==> src/rtl/usc_pkg.sv <==
// Shared constants and tap tables for the interpolation chain.
// Assumes three stages; each stage's taps sum to 2^(SHIFT-1) per half.
package usc_pkg;
    localparam int W      = 16;
    localparam int NSTAGE = 3;
    localparam int ACCW   = 40;
    localparam int RSW    = $clog2(NSTAGE + 1);

    // Number of symmetric tap pairs in a stage (stage 0 is the first).
    function automatic int stage_pairs(input int stg);
        case (stg)
            0:       return 6;
            1:       return 5;
            default: return 2;
        endcase
    endfunction

    // Rounding / scaling shift of a stage.
    function automatic int stage_shift(input int stg);
        case (stg)
            0:       return 14;
            1:       return 13;
            default: return 11;
        endcase
    endfunction

    // Coefficient of pair idx (0 = outermost pair).
    function automatic int coef(input int stg, input int idx);
        if (stg == 0) begin
            case (idx)
                0: return -10;
                1: return 50;
                2: return -180;
                3: return 520;
                4: return -1400;
                default: return 9212;
            endcase
        end else if (stg == 1) begin
            case (idx)
                0: return 18;
                1: return -120;
                2: return 428;
                3: return -1294;
                default: return 5064;
            endcase
        end else begin
            case (idx)
                0: return -136;
                default: return 1160;
            endcase
        end
    endfunction
endpackage

==> src/rtl/usc_format.sv <==
// Input sample register with format conversion.
// Loads on take; inverts the MSB for offset-binary input; clr empties it.
module usc_format #(
    parameter int W = usc_pkg::W
) (
    input  logic         clk,
    input  logic         rst_n,
    input  logic         clr,
    input  logic         take,
    input  logic         fmt_offset,
    input  logic [W-1:0] din,
    output logic [W-1:0] dout
);
    // Capture and convert the accepted sample.
    always_ff @(posedge clk) begin
        if (!rst_n || clr)
            dout <= '0;
        else if (take)
            dout <= {din[W-1] ^ fmt_offset, din[W-2:0]};
    end
endmodule

==> src/rtl/usc_strobes.sv <==
// Rate control: registers the rate select, raises a one-cycle flush on
// change, and derives per-stage input/output strobes from a free counter.
// Assumes the final active stage outputs every cycle.
module usc_strobes #(
    parameter int NSTAGE = usc_pkg::NSTAGE,
    parameter int RSW    = usc_pkg::RSW
) (
    input  logic              clk,
    input  logic              rst_n,
    input  logic [RSW-1:0]    rate_sel,
    output logic [RSW-1:0]    rate_q,
    output logic              flush,
    output logic              take,
    output logic [NSTAGE-1:0] stg_in_en,
    output logic [NSTAGE-1:0] stg_out_en
);
    logic [NSTAGE-1:0] cnt;
    logic [NSTAGE:0]   sub;   // sub[j]: cycle on which rate/2^j strobe fires
    int                nact;

    assign flush = (rate_sel != rate_q);
    assign nact  = int'(rate_q);

    // Hold the active rate and the phase counter; both restart on flush.
    always_ff @(posedge clk) begin
        if (!rst_n) begin
            rate_q <= '0;
            cnt    <= '0;
        end else if (flush) begin
            rate_q <= rate_sel;
            cnt    <= '0;
        end else begin
            cnt <= cnt + 1'b1;
        end
    end

    // Sub-rate strobes: low j counter bits all ones.
    always_comb begin
        sub[0] = 1'b1;
        for (int j = 1; j <= NSTAGE; j++)
            sub[j] = sub[j-1] & cnt[j-1];
    end

    // Per-stage enables: active stages only, none during flush.
    always_comb begin
        take = !flush && sub[nact];
        for (int k = 0; k < NSTAGE; k++) begin
            if (k < nact && !flush) begin
                stg_in_en[k]  = sub[nact-k];
                stg_out_en[k] = sub[nact-k-1];
            end else begin
                stg_in_en[k]  = 1'b0;
                stg_out_en[k] = 1'b0;
            end
        end
    end
endmodule

==> src/rtl/usc_halfband.sv <==
// One 2x half-band interpolation stage in polyphase form.
// Even output phase: centre tap (pure delay). Odd phase: symmetric
// pre-add filter, rounded at SHIFT-1, shifted and clipped to W bits.
// Assumes out_en fires twice per in_en and coincides with it once.
module usc_halfband #(
    parameter int STAGE = 0,
    parameter int W     = usc_pkg::W,
    parameter int ACCW  = usc_pkg::ACCW,
    parameter int NPAIR = usc_pkg::stage_pairs(STAGE),
    parameter int SHIFT = usc_pkg::stage_shift(STAGE)
) (
    input  logic                clk,
    input  logic                rst_n,
    input  logic                clr,
    input  logic                in_en,
    input  logic                out_en,
    input  logic signed [W-1:0] din,
    output logic signed [W-1:0] dout
);
    localparam int NTAP = 2 * NPAIR;
    localparam logic signed [ACCW-1:0] MAXV = ACCW'((64'sd1 <<< (W-1)) - 1);
    localparam logic signed [ACCW-1:0] MINV = -MAXV - 1;
    localparam logic signed [ACCW-1:0] RND  = ACCW'(64'sd1 <<< (SHIFT-1));

    logic signed [W-1:0]    tap [NTAP];
    logic                   phase;
    logic signed [ACCW-1:0] acc, scaled;
    logic signed [W-1:0]    filt;

    // Symmetric pre-add, multiply, round, scale and clip.
    always_comb begin
        acc = '0;
        for (int i = 0; i < NPAIR; i++)
            acc = acc + ACCW'(usc_pkg::coef(STAGE, i)) *
                        (ACCW'(tap[i]) + ACCW'(tap[NTAP-1-i]));
        scaled = (acc + RND) >>> SHIFT;
        if (scaled > MAXV)
            filt = MAXV[W-1:0];
        else if (scaled < MINV)
            filt = MINV[W-1:0];
        else
            filt = scaled[W-1:0];
    end

    // Delay line shift, phase toggle and output register.
    always_ff @(posedge clk) begin
        if (!rst_n || clr) begin
            for (int i = 0; i < NTAP; i++) tap[i] <= '0;
            phase <= 1'b0;
            dout  <= '0;
        end else begin
            if (in_en) begin
                tap[0] <= din;
                for (int i = 1; i < NTAP; i++) tap[i] <= tap[i-1];
            end
            if (out_en) begin
                phase <= ~phase;
                dout  <= phase ? filt : tap[NPAIR-1];
            end
        end
    end
endmodule

==> src/rtl/usc_interp.sv <==
// Top of the selectable-rate interpolation chain: format register,
// strobe generator and a cascade of half-band stages; the output is
// taken after the last selected stage. Assumes clk is the output rate.
module usc_interp #(
    parameter int W      = usc_pkg::W,
    parameter int NSTAGE = usc_pkg::NSTAGE,
    parameter int RSW    = usc_pkg::RSW
) (
    input  logic           clk,
    input  logic           rst_n,
    input  logic [W-1:0]   in_data,
    input  logic           fmt_offset,
    input  logic [RSW-1:0] rate_sel,
    output logic           in_take,
    output logic [W-1:0]   out_data
);
    logic [RSW-1:0]            rate_q;
    logic                      flush;
    logic [NSTAGE-1:0]         stg_in_en, stg_out_en;
    logic [W-1:0]              fmt_q;
    logic [NSTAGE-1:0][W-1:0]  stg_y;

    usc_strobes #(.NSTAGE(NSTAGE), .RSW(RSW)) u_strobes (
        .clk(clk), .rst_n(rst_n), .rate_sel(rate_sel), .rate_q(rate_q),
        .flush(flush), .take(in_take),
        .stg_in_en(stg_in_en), .stg_out_en(stg_out_en)
    );

    usc_format #(.W(W)) u_format (
        .clk(clk), .rst_n(rst_n), .clr(flush), .take(in_take),
        .fmt_offset(fmt_offset), .din(in_data), .dout(fmt_q)
    );

    for (genvar k = 0; k < NSTAGE; k++) begin : g_stage
        logic [W-1:0] stg_din;
        if (k == 0) begin : g_first
            assign stg_din = fmt_q;
        end else begin : g_next
            assign stg_din = stg_y[k-1];
        end
        usc_halfband #(.STAGE(k), .W(W)) u_hb (
            .clk(clk), .rst_n(rst_n), .clr(flush),
            .in_en(stg_in_en[k]), .out_en(stg_out_en[k]),
            .din(stg_din), .dout(stg_y[k])
        );
    end

    // Output tap point: formatter at 1x, otherwise last selected stage.
    always_comb begin
        out_data = fmt_q;
        for (int k = 0; k < NSTAGE; k++)
            if (int'(rate_q) == k + 1) out_data = stg_y[k];
    end
endmodule

==> config.mk <==
export PLATFORM = sky130hd
export DESIGN_NAME = usc_interp
export DESIGN_NICKNAME = d
export VERILOG_FILES = /design/src/rtl/usc_pkg.sv /design/src/rtl/usc_format.sv /design/src/rtl/usc_strobes.sv /design/src/rtl/usc_halfband.sv /design/src/rtl/usc_interp.sv
export SDC_FILE = /design/constraint.sdc
export NUM_CORES = 2
export LEC_CHECK = 0
export BUFFER_PORTS_ARGS = -buffer_cell sky130_fd_sc_hd__buf_2
export CAP_MARGIN = 0
export CORE_UTILIZATION = 35
export DETAILED_ROUTE_END_ITERATION = 8
export GPL_TIMING_DRIVEN = 0
export PLACE_DENSITY_LB_ADDON = 0.25
export SYNTH_ARGS = -nofsm -noshare
export SYNTH_HDL_FRONTEND = slang
export SYNTH_HIERARCHICAL = 1
export SYNTH_SLANG_ARGS = --single-unit
export TNS_END_PERCENT = 5
==> constraint.sdc <==
create_clock -name clk -period 14.5 [get_ports clk]
set_clock_uncertainty 0.2 [all_clocks]
set_input_delay 0.725 -clock clk [delete_from_list [all_inputs] [get_ports clk]]
set_output_delay 0.725 -clock clk [all_outputs]
set_load 0.05 [all_outputs]
==> results.toml <==
[run_status]
status = "completed"

[placement]
placed_area_um2 = 71000
portBuffers = 37
dpl.hpwl_um = 163000
place_inst = 9396
finalWeightedCongestion = 0.889

[route]
drc = 0
wl_per_cell_um = 19.8
top_layer = "met4"
wl_met3_um = 5600
vias = 48748
vias_per_cell = 5.13
wl_met1_um = 82300
first_iter_violations = 2677
firstDrtPassIters = 5
drt-total-wl_um = 188000
antenna_left = 0
wl_met2_um = 91700

[hold_path]
hp-start = "rate_sel[0]"
hold_class = "in -> reg"
whs_path_depth = 2
min_to = "u_strobes/rate_q[0]"

[worst_setup_path]
worstReg2RegEnd = "g_stage[0].u_hb/dout[2]"
required_ns = 14.84
path_max_fanout = 10
worstSetupPathType = "reg -> reg"
crit_path_end_kind = "register"
critical_path.most_common_cell = "fa_1"
cp_top_family = "adder cells"
reg2reg_slack_ns = 0.87
r2r_start = "g_stage[0].u_hb/tap[5][0]"
cp-start-kind = "register"
cp_slowest_stage_delay_ns = 0.75
reg2regPathDepth = 46
slowest_stage = "xor2_1"
worstPathArrival_ns = 13.96
path_buf_inv = 7
worst-path-stages = 46

[floorplan]
ios = 38
start_util = 0.354
die_x_um = 441
coreArea_um2 = 191000
die_h_um = 441
fp-row-count = 160
dieArea_um2 = 194000

[sta]
max_freq_mhz = 73.4
fin_tns_setup_ns = 0
setup_viol_count_final = 0
fin_crit_ns = 13.63
hold_viol = 0
tightest_slew_ns = 1.32
rsz0062_at_grt = "false"
relSlewSlack = 0.111
fin_crit_sh = 0.940
finalMaxSlewViolations = 0

[yosys]
synth.most_common_cell = "ha_1"
synth_top_area_share = 0.219
synth_nets = 8661
synth_seq_area_share = 0.207
yosysTopAreaCell = "ha_1"
ys.warnings.count = 6
netlist_instances = 6842
yosys-top-cells-count = "1178 x ha_1, 1147 x inv_1, 620 x fa_1"
async_flop_share = 0
avgSynthCellArea_um2 = 9.86
synthTopCellsByArea = "ha_1 22%, edfxtp_1 19%, fa_1 18%"
synth_area_um2 = 67400
synth_ff_type = "edfxtp_1"
synth_edf_count = 416
yosys_register_bits = 488
synth_cell_types = 119

[clocking]
tritoncts = "built"
cts_max_path_buffers = 3
ctsResizeCount = 0
clock_sinks = 488
postCtsSetupRepairBufs = 0
cts_made_buffers = 56
cts.clk_slew.worst_paths_ns = 0.06
cts_root_buf = "clkbuf_16"
clkLatencyLatePin_ns = 0.67
hold_buffers = 0
htree_num_levels = 2

[grt]
grt_util_all_layers = 0.196
grt_pass1_wl_um = 292000
grt_overflow_total = 0
antenna_found_initial = 7
grt_max_degree = 70
grt_pass1_vias = 49804

[finish]
final_cells = 9505
area_growth_pct = 8.00
final_cell_area_um2 = 72800
drive_gt1_frac = 0.0431
nNetsFinal = 8762

[job]
maxCapViolations = 0
state kept, by name, summed over array words and instances (netlist names):
| register | count |
|---|---|
| g_stage.u_hb/phase | 3 |
| u_strobes/cnt | 3 |
| u_strobes/rate_q | 2 |
| g_stage.u_hb/dout | 48 |
| u_format/dout | 16 |
| g_stage.u_hb/tap | 416 |
metrics by stage:
stage	util	hold slack, ns	worst slack [ns]
detailed placement	0.372	0.299	1.06
floorplan	-	0.230	3.50
finish	0.382	0.104	0.875
global route	0.382	0.0766	0.293
global placement	0.371	0.281	1.14
CTS	0.382	0.0474	0.946
cell families after synthesis:
| group | share of synthesized area |
|---|---|
| adders and majority gates | 0.403 |
| and+or+nand+nor | 0.122 |
| buffers and inverters | 0.0737 |
| AOI/OAI and AO/OA | 0.112 |
| xor gates and xnor gates | 0.0725 |
| DFF | 0.207 |
| muxes | 0.0109 |
placed cells by master, fill, tap and decap left out, drive strengths merged, types with 26 or more instances in the layout:
cell type / instances
or2: 26
o21bai: 50
nor3: 128
a21o: 113
nand2b: 48
fa: 620
o21ai: 220
a211oi: 43
nand3: 127
buf: 68
nor2b: 63
nand2: 224
o211ai: 51
xnor2: 391
ha: 1178
a31oi: 37
nor2: 340
xor2: 165
inv: 1155
dfxtp: 72
a21oi: 302
and3: 418
or3: 34
mux2i: 27
edfxtp: 416
o21a: 47
clkbuf: 188
and2: 67
final cells by class:
| cell class | count | area [µm²] |
|---|---|---|
| fillers | 18986 | 118000 |
| multi-input cells | 5065 | 48600 |
| flip-flops and latches | 488 | 13900 |
| inverters | 1149 | 4320 |
| well taps | 2511 | 3140 |
| clock buffers | 73 | 1510 |
| plain buffers | 140 | 656 |
| clock inverters | 32 | 347 |
| repair buffers | 43 | 338 |
| diodes | 4 | 10.0 |
how the worst max path moves through the flow:
stage,startpoint,endpoint,slack (ns)
floorplan,g_stage[0].u_hb/tap[5][0],g_stage[0].u_hb/dout[0],3.50
global placement,g_stage[0].u_hb/tap[5][1],g_stage[0].u_hb/dout[1],1.14
detailed placement,g_stage[0].u_hb/tap[5][1],g_stage[0].u_hb/dout[1],1.06
CTS,g_stage[0].u_hb/tap[5][1],g_stage[0].u_hb/dout[1],0.95
global route,g_stage[0].u_hb/tap[5][1],g_stage[0].u_hb/dout[0],0.29
finish,g_stage[0].u_hb/tap[5][0],g_stage[0].u_hb/dout[2],0.87
per-layer routing:
| metal | track usage | up-vias |
|---|---|---|
| met5 | 0 | - |
| met4 | 0.0809 | 0 |
| met1 | 0.248 | 23932 |
| met2 | 0.342 | 836 |
| met3 | 0.0141 | 230 |
| li1 | - | 23750 |
Power is not shown: default switching activity piles up to over one toggle a cycle in this logic, so the estimate is an artifact.
